$ cat src/rtl/sem_bank_pkg.sv
package sem_bank_pkg;

  typedef enum logic {
    ADDR_SEM  = 1'b0,
    ADDR_SLOT = 1'b1
  } addr_mode_e;

  // semaphore guarding a mailbox slot pair
  function automatic int slot_to_sem(input int slot);
    return (slot + 1) >> 1;
  endfunction

  // resolve an address under a mode to a raw semaphore number
  function automatic int resolve_index(input addr_mode_e mode, input int addr);
    return (mode == ADDR_SLOT) ? slot_to_sem(addr) : addr;
  endfunction

  // release request is carried in bit 0 of write data
  function automatic logic is_release(input logic [31:0] data);
    return data[0];
  endfunction

endpackage

$ cat src/rtl/sem_addr_decode.sv
module sem_addr_decode
  import sem_bank_pkg::*;
#(
  parameter int N  = 16,
  parameter int AW = 5,
  parameter int IW = 4
) (
  input  logic          en,
  input  logic          by_slot,
  input  logic [AW-1:0] addr,
  output logic          hit,
  output logic [IW-1:0] idx,
  output logic [N-1:0]  sel
);
  int raw;

  always_comb begin
    raw = resolve_index(addr_mode_e'(by_slot), int'(addr));
    hit = (raw < N);
    idx = hit ? IW'(raw) : '0;
    sel = '0;
    if (en && hit) sel[idx] = 1'b1;
  end
endmodule

$ cat src/rtl/sem_cell.sv
module sem_cell (
  input  logic clk,
  input  logic rst_n,
  input  logic acquire,
  input  logic release_req,
  output logic locked,
  output logic seen
);
  logic locked_q;

  // write is applied before the read looks at the value
  assign seen = locked_q & ~release_req;

  always_ff @(posedge clk) begin
    if (!rst_n) locked_q <= 1'b0;
    else        locked_q <= seen | acquire;
  end

  assign locked = locked_q;
endmodule

$ cat src/rtl/sem_read_port.sv
module sem_read_port #(
  parameter int N  = 16,
  parameter int IW = 4
) (
  input  logic          clk,
  input  logic          rst_n,
  input  logic          rd_en,
  input  logic          rd_hit,
  input  logic [IW-1:0] rd_idx,
  input  logic [N-1:0]  seen_vec,
  output logic          rd_valid,
  output logic [31:0]   rd_data
);
  logic old_bit;

  assign old_bit = rd_hit ? seen_vec[rd_idx] : 1'b0;

  always_ff @(posedge clk) begin
    if (!rst_n) begin
      rd_valid <= 1'b0;
      rd_data  <= '0;
    end else begin
      rd_valid <= rd_en;
      rd_data  <= {31'd0, rd_en & old_bit};
    end
  end
endmodule

$ cat src/rtl/sem_bank.sv
module sem_bank
  import sem_bank_pkg::*;
#(
  parameter int N  = 16,
  parameter int AW = $clog2(2 * N),
  localparam int IW = (N > 1) ? $clog2(N) : 1
) (
  input  logic          clk,
  input  logic          rst_n,
  input  logic          rd_en,
  input  logic          rd_by_slot,
  input  logic [AW-1:0] rd_addr,
  input  logic          wr_en,
  input  logic          wr_by_slot,
  input  logic [AW-1:0] wr_addr,
  input  logic [31:0]   wr_data,
  output logic          rd_valid,
  output logic [31:0]   rd_data,
  output logic [N-1:0]  sem_locked
);
  logic          rd_hit, wr_hit;
  logic [IW-1:0] rd_idx, wr_idx;
  logic [N-1:0]  acquire_vec, wr_sel_vec, release_vec, seen_vec;
  logic          wr_release;

  sem_addr_decode #(.N(N), .AW(AW), .IW(IW)) u_rd_dec (
    .en(rd_en), .by_slot(rd_by_slot), .addr(rd_addr),
    .hit(rd_hit), .idx(rd_idx), .sel(acquire_vec)
  );

  sem_addr_decode #(.N(N), .AW(AW), .IW(IW)) u_wr_dec (
    .en(wr_en), .by_slot(wr_by_slot), .addr(wr_addr),
    .hit(wr_hit), .idx(wr_idx), .sel(wr_sel_vec)
  );

  assign wr_release  = is_release(wr_data);
  assign release_vec = wr_release ? wr_sel_vec : '0;

  for (genvar i = 0; i < N; i++) begin : g_cell
    sem_cell u_cell (
      .clk(clk), .rst_n(rst_n),
      .acquire(acquire_vec[i]), .release_req(release_vec[i]),
      .locked(sem_locked[i]), .seen(seen_vec[i])
    );
  end

  sem_read_port #(.N(N), .IW(IW)) u_rd (
    .clk(clk), .rst_n(rst_n), .rd_en(rd_en), .rd_hit(rd_hit),
    .rd_idx(rd_idx), .seen_vec(seen_vec),
    .rd_valid(rd_valid), .rd_data(rd_data)
  );
endmodule

$ cat config.mk
export PLATFORM = sky130hd
export DESIGN_NAME = sem_bank
export DESIGN_NICKNAME = d
export VERILOG_FILES = /design/src/rtl/sem_bank_pkg.sv /design/src/rtl/sem_addr_decode.sv /design/src/rtl/sem_cell.sv /design/src/rtl/sem_read_port.sv /design/src/rtl/sem_bank.sv
export SDC_FILE = /design/constraint.sdc
export NUM_CORES = 1
export LEC_CHECK = 0
export BUFFER_PORTS_ARGS = -buffer_cell sky130_fd_sc_hd__buf_2
export CAP_MARGIN = 20
export CORE_AREA = 4 4 85 55
export CTS_CLUSTER_SIZE = 40
export DETAILED_ROUTE_END_ITERATION = 10
export DIE_AREA = 0 0 89 59
export MAX_ROUTING_LAYER = met4
export PLACE_DENSITY = 0.9
export SYNTH_ARGS = -nofsm -noshare
export SYNTH_HDL_FRONTEND = slang
export SYNTH_SLANG_ARGS = --single-unit
$ cat constraint.sdc
create_clock -name clk -period 3.25 [get_ports clk]
set_input_delay 0.65 -clock clk [delete_from_list [all_inputs] [get_ports clk]]
set_output_delay 0.65 -clock clk [all_outputs]
set_load 0.01 [all_outputs]
==> results.md, run 1 <==
* # diodes at 0
* DR vias/cell at 5.69
* Maximum clock rate at between 400 and 500 MHz
* Detailed Routing Iterations Pass 1 at 5
* P&R area growth vs syn at -1.02%
* Comb pwr share at 29.6%
* Layout cells sized above 1 at 21.9%
* Syn Std Cell Area at 1850 µm²
* Syn_area_per_cell at 7.67 µm²
* Vias in the first global route at 1,391
* CTS buffer count at 3
* Crit share post-route at 76.7%
* Ys flop type: dfxtp_1
* Max Cap Violations at 0
* Status: completed
* Gpl congestion at 0.949
* Synth warn at 0
* Initial core utilization at 46.9%
* P_leak at 0.754 nW
* DRC Markers at 0
* Final core occ at between 40% and 50%
* Post_cts resized at 0
* Initial detailed-routing violation count at 220
* Type of the worst setup path: in -> reg
* Die area at between 5000 and 6000 µm²
* I/O Buffers at 34
* Worst Tran Pin Value at between 0.8 and 0.9 ns
* Clk Latency, worst-skew pair at 0.26 ns
* Post-Place Cells at 296
* Clock buffer depth at 2
* Layout Cells excl Fill at 301
* Final Hold Viols at 0
* Top cells by count, synth: buf_4, nand2_1, dfxtp_1, o21ai_0, a21boi_0
* H-tree depth at 1
* Top cells by area, synth: buf_4, dfxtp_1, a21boi_0
* Synth Instances at between 200 and 250
* Reg power frac at 39.0%
* Arrival time worst endpoint at 2.64 ns
* Leading area contributor after synthesis: buf_4
* Yosys reg bits at 18
* Startpoint Class: input pin
* Routed len/inst at 14.4 µm
* Via count at 1,713
* DP Wirelength at approximately 3300 µm
* CTS root buf: clkbuf_8
* Worst Path Required at 3.40 ns
* Post-synth ARST share at 0%
* Antenna viol nets, final at 0
* Standard-cell row count at 18
* Crit path time final at 2.49 ns
* Pwr Density at 322 nW/µm²
* Tot GR Track Use at 16.5%
* CP endpoint kind: register
* Routed WL at 4340 µm
* Top cell type's share of synthesized area at 20.7%
* GRT overflow at 0
* RSZ-0062 raised after global routing: no
* Count leader, synth: buf_4
* Relative slew slack at 44.9%
* Core area at roughly 3900 µm²
* Postcts setup bufs at 0
* Clk slew on worst S/H paths at 0.07 ns
* Register area share after synthesis at 19.5%
* CTS tree: built
* Clock power frac at 31.4%
* Switching portion of total power at between 30% and 40%
* Cts hold-fix bufs at 0
* Synth unique cells at 59
* Final setup fails at 0
* I/O pin count at 97
* EDFF count, synth at 0
* Die height at 59 µm
* Internal power at 0.392 mW
* CP Max Fanout at 9
* Clk_skew at 0.00507 ns
* Largest net degree at the start of global routing at 18
* Setup_tns at 0 ns
* Final hold slack at around 0.5 ns
* P_sw at 0.197 mW
* Die Width at 89 µm
* First-pass GRT wire length at 6620 µm
* Layout Nets at 302
* Worst vdd ir at 0.000219 V
* HP Class: reg -> reg
* Initial antenna violation count at 0
* Final Max Slew Viols at 0
* Clk sinks at 18
flip-flops by register name, indices dropped and copies added (netlist names):
| name | cells |
|---|---|
| u_rd.rd_valid | 1 |
| u_rd.rd_data | 1 |
| g_cell.u_cell.locked | 16 |
worst paths after layout:
path	start	to	slack, ns	cells past startpoint
worst max-delay path	wr_addr[1]	u_rd.rd_data[0]$_SDFF_PN0_	0.76	9
worst min-delay path	g_cell[12].u_cell.locked$_SDFF_PN0_	g_cell[12].u_cell.locked$_SDFF_PN0_	0.51	2
worst max register to register	g_cell[10].u_cell.locked$_SDFF_PN0_	u_rd.rd_data[0]$_SDFF_PN0_	1.95	4
worst min register to register	g_cell[12].u_cell.locked$_SDFF_PN0_	g_cell[12].u_cell.locked$_SDFF_PN0_	0.51	2
power groups by stage:
stage	Clock [mW]	Sequential [mW]	Combinational, mW
finish	0.185	0.229	0.174
global route	0.194	0.230	0.191
floorplan	0	0.234	0.161
global placement	0	0.234	0.163
detailed placement	0	0.234	0.167
CTS	0.186	0.229	0.169
placed cells by master (no fill, tap or decap), drive strengths merged, types with 3 or more instances in the layout:
| master | count |
|---|---|
| buf | 34 |
| conb | 31 |
| o21ai | 23 |
| nand2 | 21 |
| dfxtp | 18 |
| a21boi | 15 |
| nand3 | 12 |
| a21oi | 7 |
| nor3 | 7 |
| and2 | 6 |
| a22oi | 6 |
| nor2 | 5 |
| nand2b | 5 |
| clkbuf | 5 |
| inv | 5 |
| nor2b | 4 |
| o32ai | 4 |
| a211oi | 4 |
| nand4 | 3 |
logic make-up after synthesis:
| kind of cell | Yosys count | share of synthesized area [%] |
|---|---|---|
| adder cells (fa/ha/maj) | 2 | 1.35 |
| AO/OA/AOI/OAI | 78 | 30.7 |
| AND/OR/NAND/NOR | 75 | 22.8 |
| flip-flops | 18 | 19.5 |
| buffers and inverters | 64 | 24.0 |
| other | 1 | 0.203 |
| XOR/XNOR | 3 | 1.42 |
area by class of cell:
type	count	area, µm²
multi-input combinational	189	1160
tap	50	62.6
clock buffer	4	55.1
sequential	18	360
fill	417	2110
inverter	5	18.8
timing repair buffer	35	175
per-layer routing:
| metal | wire length [µm] | vias to the layer above | global-route usage, % |
|---|---|---|---|
| li1 | - | 818 | - |
| met1 | 1890 | 789 | 23.0 |
| met2 | 1980 | 94 | 25.2 |
| met3 | 412 | 12 | 3.19 |
| met4 | 53 | 0 | 3.18 |
| met5 | 0 | - | - |
worst max-delay path: stages:
cell	delay, ns
buf_2	0.16
ha_1	0.33
xor2_1	0.23
o32ai_1	0.13
nand4_1	0.25
o21ai_1	0.12
a22oi_1	0.22
o2111ai_1	0.17
nor4_2	0.37
metrics by stage:
stage | power (mW) | worst slack (ns) | instance area, µm²
after CTS | 0.584 | 0.831 | 1820
after floorplan | 0.395 | 1.09 | 1960
final | 0.589 | 0.757 | 1830
after global placement | 0.397 | 0.699 | 1770
after global routing | 0.616 | 0.627 | 1830
after detailed placement | 0.401 | 0.590 | 1770
(Power assumes the default switching activity.)
==> run 2: changes to the inputs <==
--- a/config.mk
+++ b/config.mk
@@ -7,12 +7,12 @@
 export LEC_CHECK = 0
 export BUFFER_PORTS_ARGS = -buffer_cell sky130_fd_sc_hd__buf_2
 export CAP_MARGIN = 20
-export CORE_AREA = 4 4 85 55
+export CORE_AREA = 4 4 92 60
 export CTS_CLUSTER_SIZE = 40
 export DETAILED_ROUTE_END_ITERATION = 10
-export DIE_AREA = 0 0 89 59
+export DIE_AREA = 0 0 96 64
 export MAX_ROUTING_LAYER = met4
-export PLACE_DENSITY = 0.9
+export PLACE_DENSITY = 0.81
 export SYNTH_ARGS = -nofsm -noshare
 export SYNTH_HDL_FRONTEND = slang
 export SYNTH_SLANG_ARGS = --single-unit
==> constraint.sdc (replaced) <==
create_clock -name clk -period 2.1 [get_ports clk]
set_input_delay 0.42 -clock clk [delete_from_list [all_inputs] [get_ports clk]]
set_output_delay 0.42 -clock clk [all_outputs]
set_load 0.01 [all_outputs]
==> run 2 against run 1 <==
  * Worst hold slack improved by 0.018 ns
  * Routed wire length rose by 10%
  * Critical path depth stayed put
  * Cell area rose by 12%
  * Sequential power grew 55%
  * Setup slack got worse by 0.66 ns
  * Core utilization shrank 3.4 points
  * Power grew 64%
==> results.md, run 2 (synthesis gave the netlist of run 1 again) <==
* Clk Latency, worst-skew pair at 0.26 ns (about the same)
* First-pass GRT wire length at 7450 µm (+13%)
* CTS tree: built
* Setup_tns at 0 ns (unchanged)
* DP Wirelength at 3740 µm (+15%)
* Initial core utilization at 38.7% (-8.2 points)
* Max reg flops at 16 (unchanged)
* Crit share post-route at a little over nine tenths
* Clk slew on worst S/H paths at 0.07 ns (about the same)
* # fillers at 471 (+13%)
* Pwr Density at 469 nW/µm² (+46%)
* # diodes at 0 (unchanged)
* Final Hold Viols at 0 (unchanged)
* Comb pwr share at 33.2% (+3.6 points)
* Detailed Routing Iterations Pass 1 at 5 (unchanged)
* CTS buffer count at 3 (unchanged)
* Post_cts resized at 0 (unchanged)
* Clk_skew at 0.00751 ns (+0.00244 ns)
* Layout cells sized above 1 at 28.7% (+6.8 points)
* Die height at 64 µm (+8.5%)
* Final core occ at 43.0% (-3.4 points)
* Arrival time worst endpoint at 2.18 ns (-0.46 ns)
* Largest net degree at the start of global routing at 18 (unchanged)
* RSZ-0062 raised after global routing: no
* Layout Nets at 326 (+7.9%)
* HP Class: reg -> reg
* Tot GR Track Use at 15.5% (-0.99 points)
* H-tree depth at 1 (unchanged)
* Clock buffer depth at 2 (unchanged)
* Switching portion of total power at 33.1% (-0.40 points)
* Maximum clock rate at around 500 MHz
* Core area at 4780 µm² (+21%)
* Clock power frac at 30.0% (-1.4 points)
* P_leak at 0.879 nW (+17%)
* Crit path time final at 2.00 ns
* Worst Tran Pin Value at 0.748 ns (-0.0716 ns)
* Final setup fails at 0 (unchanged)
* Reg power frac at 36.8% (-2.2 points)
* Register area at 360 µm² (unchanged)
* Post-route cell area at 2060 µm² (+12%)
* Startpoint Class: input pin
* Antenna viol nets, final at 0 (unchanged)
* Status: completed
* Final Max Slew Viols at 0 (unchanged)
* DR vias/cell at 5.25 (-7.8%)
* Standard-cell row count at 20 (+2)
* P&R area growth vs syn at 11.3%
* P_sw at 0.319 mW (+62%)
* Max Cap Violations at 0 (unchanged)
* I/O Buffers at 34 (unchanged)
* Vias in the first global route at 1,609 (+16%)
* Worst Path Required at 2.27 ns (-1.13 ns)
* Internal power at 0.645 mW (+65%)
* Clk sinks at 18 (unchanged)
* Relative slew slack at 49.7% (+4.8 points)
* I/O pin count at 97 (unchanged)
* Die area at 6140 µm² (+17%)
* Routed WL at 4780 µm (+10%)
* Initial detailed-routing violation count at 140 (-36%)
* DRC Markers at 0 (unchanged)
* Commonest non-fill, non-tap cell in the layout: buf_2
* GRT overflow at 0 (unchanged)
* Type of the worst setup path: in -> reg
* Multi-input logic area at 1160 µm² (unchanged)
* Gpl congestion at 0.905 (-4.7%)
* Leading cell types in the layout, fill and taps excluded: buf_2, conb_1, buf_4
* Via count at 1,789 (+4.4%)
* Die Width at 96 µm (+7.9%)
* Placed Area at 2000 µm² (+13%)
* Routed len/inst at 14.0 µm (-2.7%)
* CP Max Fanout at 5 (-4)
* Postcts setup bufs at 0 (unchanged)
* Cts hold-fix bufs at 0 (unchanged)
* Worst vdd ir at 0.000265 V (+21%)
* Initial antenna violation count at 0 (unchanged)
* CP endpoint kind: register
* CTS root buf: clkbuf_8
-- run 2: power by group through the flow --
| stage | logic, mW | clock network, mW | registers [mW] |
|---|---|---|---|
| 6_report | 0.320 | 0.289 | 0.354 |
| 5_1_grt | 0.347 | 0.304 | 0.356 |
| 4_1_cts | 0.314 | 0.289 | 0.354 |
| 3_5_place_dp | 0.311 | 0 | 0.362 |
| 3_3_place_gp | 0.302 | 0 | 0.362 |
| 2_1_floorplan | 0.249 | 0 | 0.362 |
-- run 2: worst max-delay path, cell delays in order --
cell and delay (ns):
buf_2 0.11, ha_1 0.26, nand3_1 0.14, nor3_1 0.08, a211oi_4 0.33, o21ai_0 0.16, a32oi_1 0.19, o2111ai_1 0.18
nor4_2 0.30
-- run 2: worst paths after layout --
kind                                        from                                  end  depth (start not counted)  slack (ns)
max                                   wr_addr[0]           u_rd.rd_data[0]$_SDFF_PN0_                          9         0.1
min          g_cell[13].u_cell.locked$_SDFF_PN0_  g_cell[13].u_cell.locked$_SDFF_PN0_                          2        0.53
max reg2reg  g_cell[11].u_cell.locked$_SDFF_PN0_           u_rd.rd_data[0]$_SDFF_PN0_                          4        0.91
min reg2reg  g_cell[13].u_cell.locked$_SDFF_PN0_  g_cell[13].u_cell.locked$_SDFF_PN0_                          2        0.53
-- run 2: final cells by class --
type | count | area share [%]
Timing Repair Buffer | 59 | 18.6
Inverter | 5 | 0.912
Tap cell | 66 | 4.01
Sequential cell | 18 | 17.5
Multi-Input combinational cell | 189 | 56.3
Clock buffer | 4 | 2.68
-- run 2: per-layer routing --
metal	vias to the layer above	wire, µm	global-route usage, %
met4	0	55	3.72
li1	864	-	-
met3	10	323	2.59
met1	838	2110	20.4
met2	77	2290	24.8
met5	-	0	-
-- run 2: metrics by stage --
stage	power, mW	worst slack (ns)	instances	hold slack [ns]
floorplan	0.612	0.165	271	0.466
global placement	0.664	-0.117	337	0.501
detailed placement	0.674	-0.185	337	0.517
CTS	0.958	0.0417	341	0.527
global route	1.01	0.00192	341	0.550
finish	0.964	0.0959	341	0.529
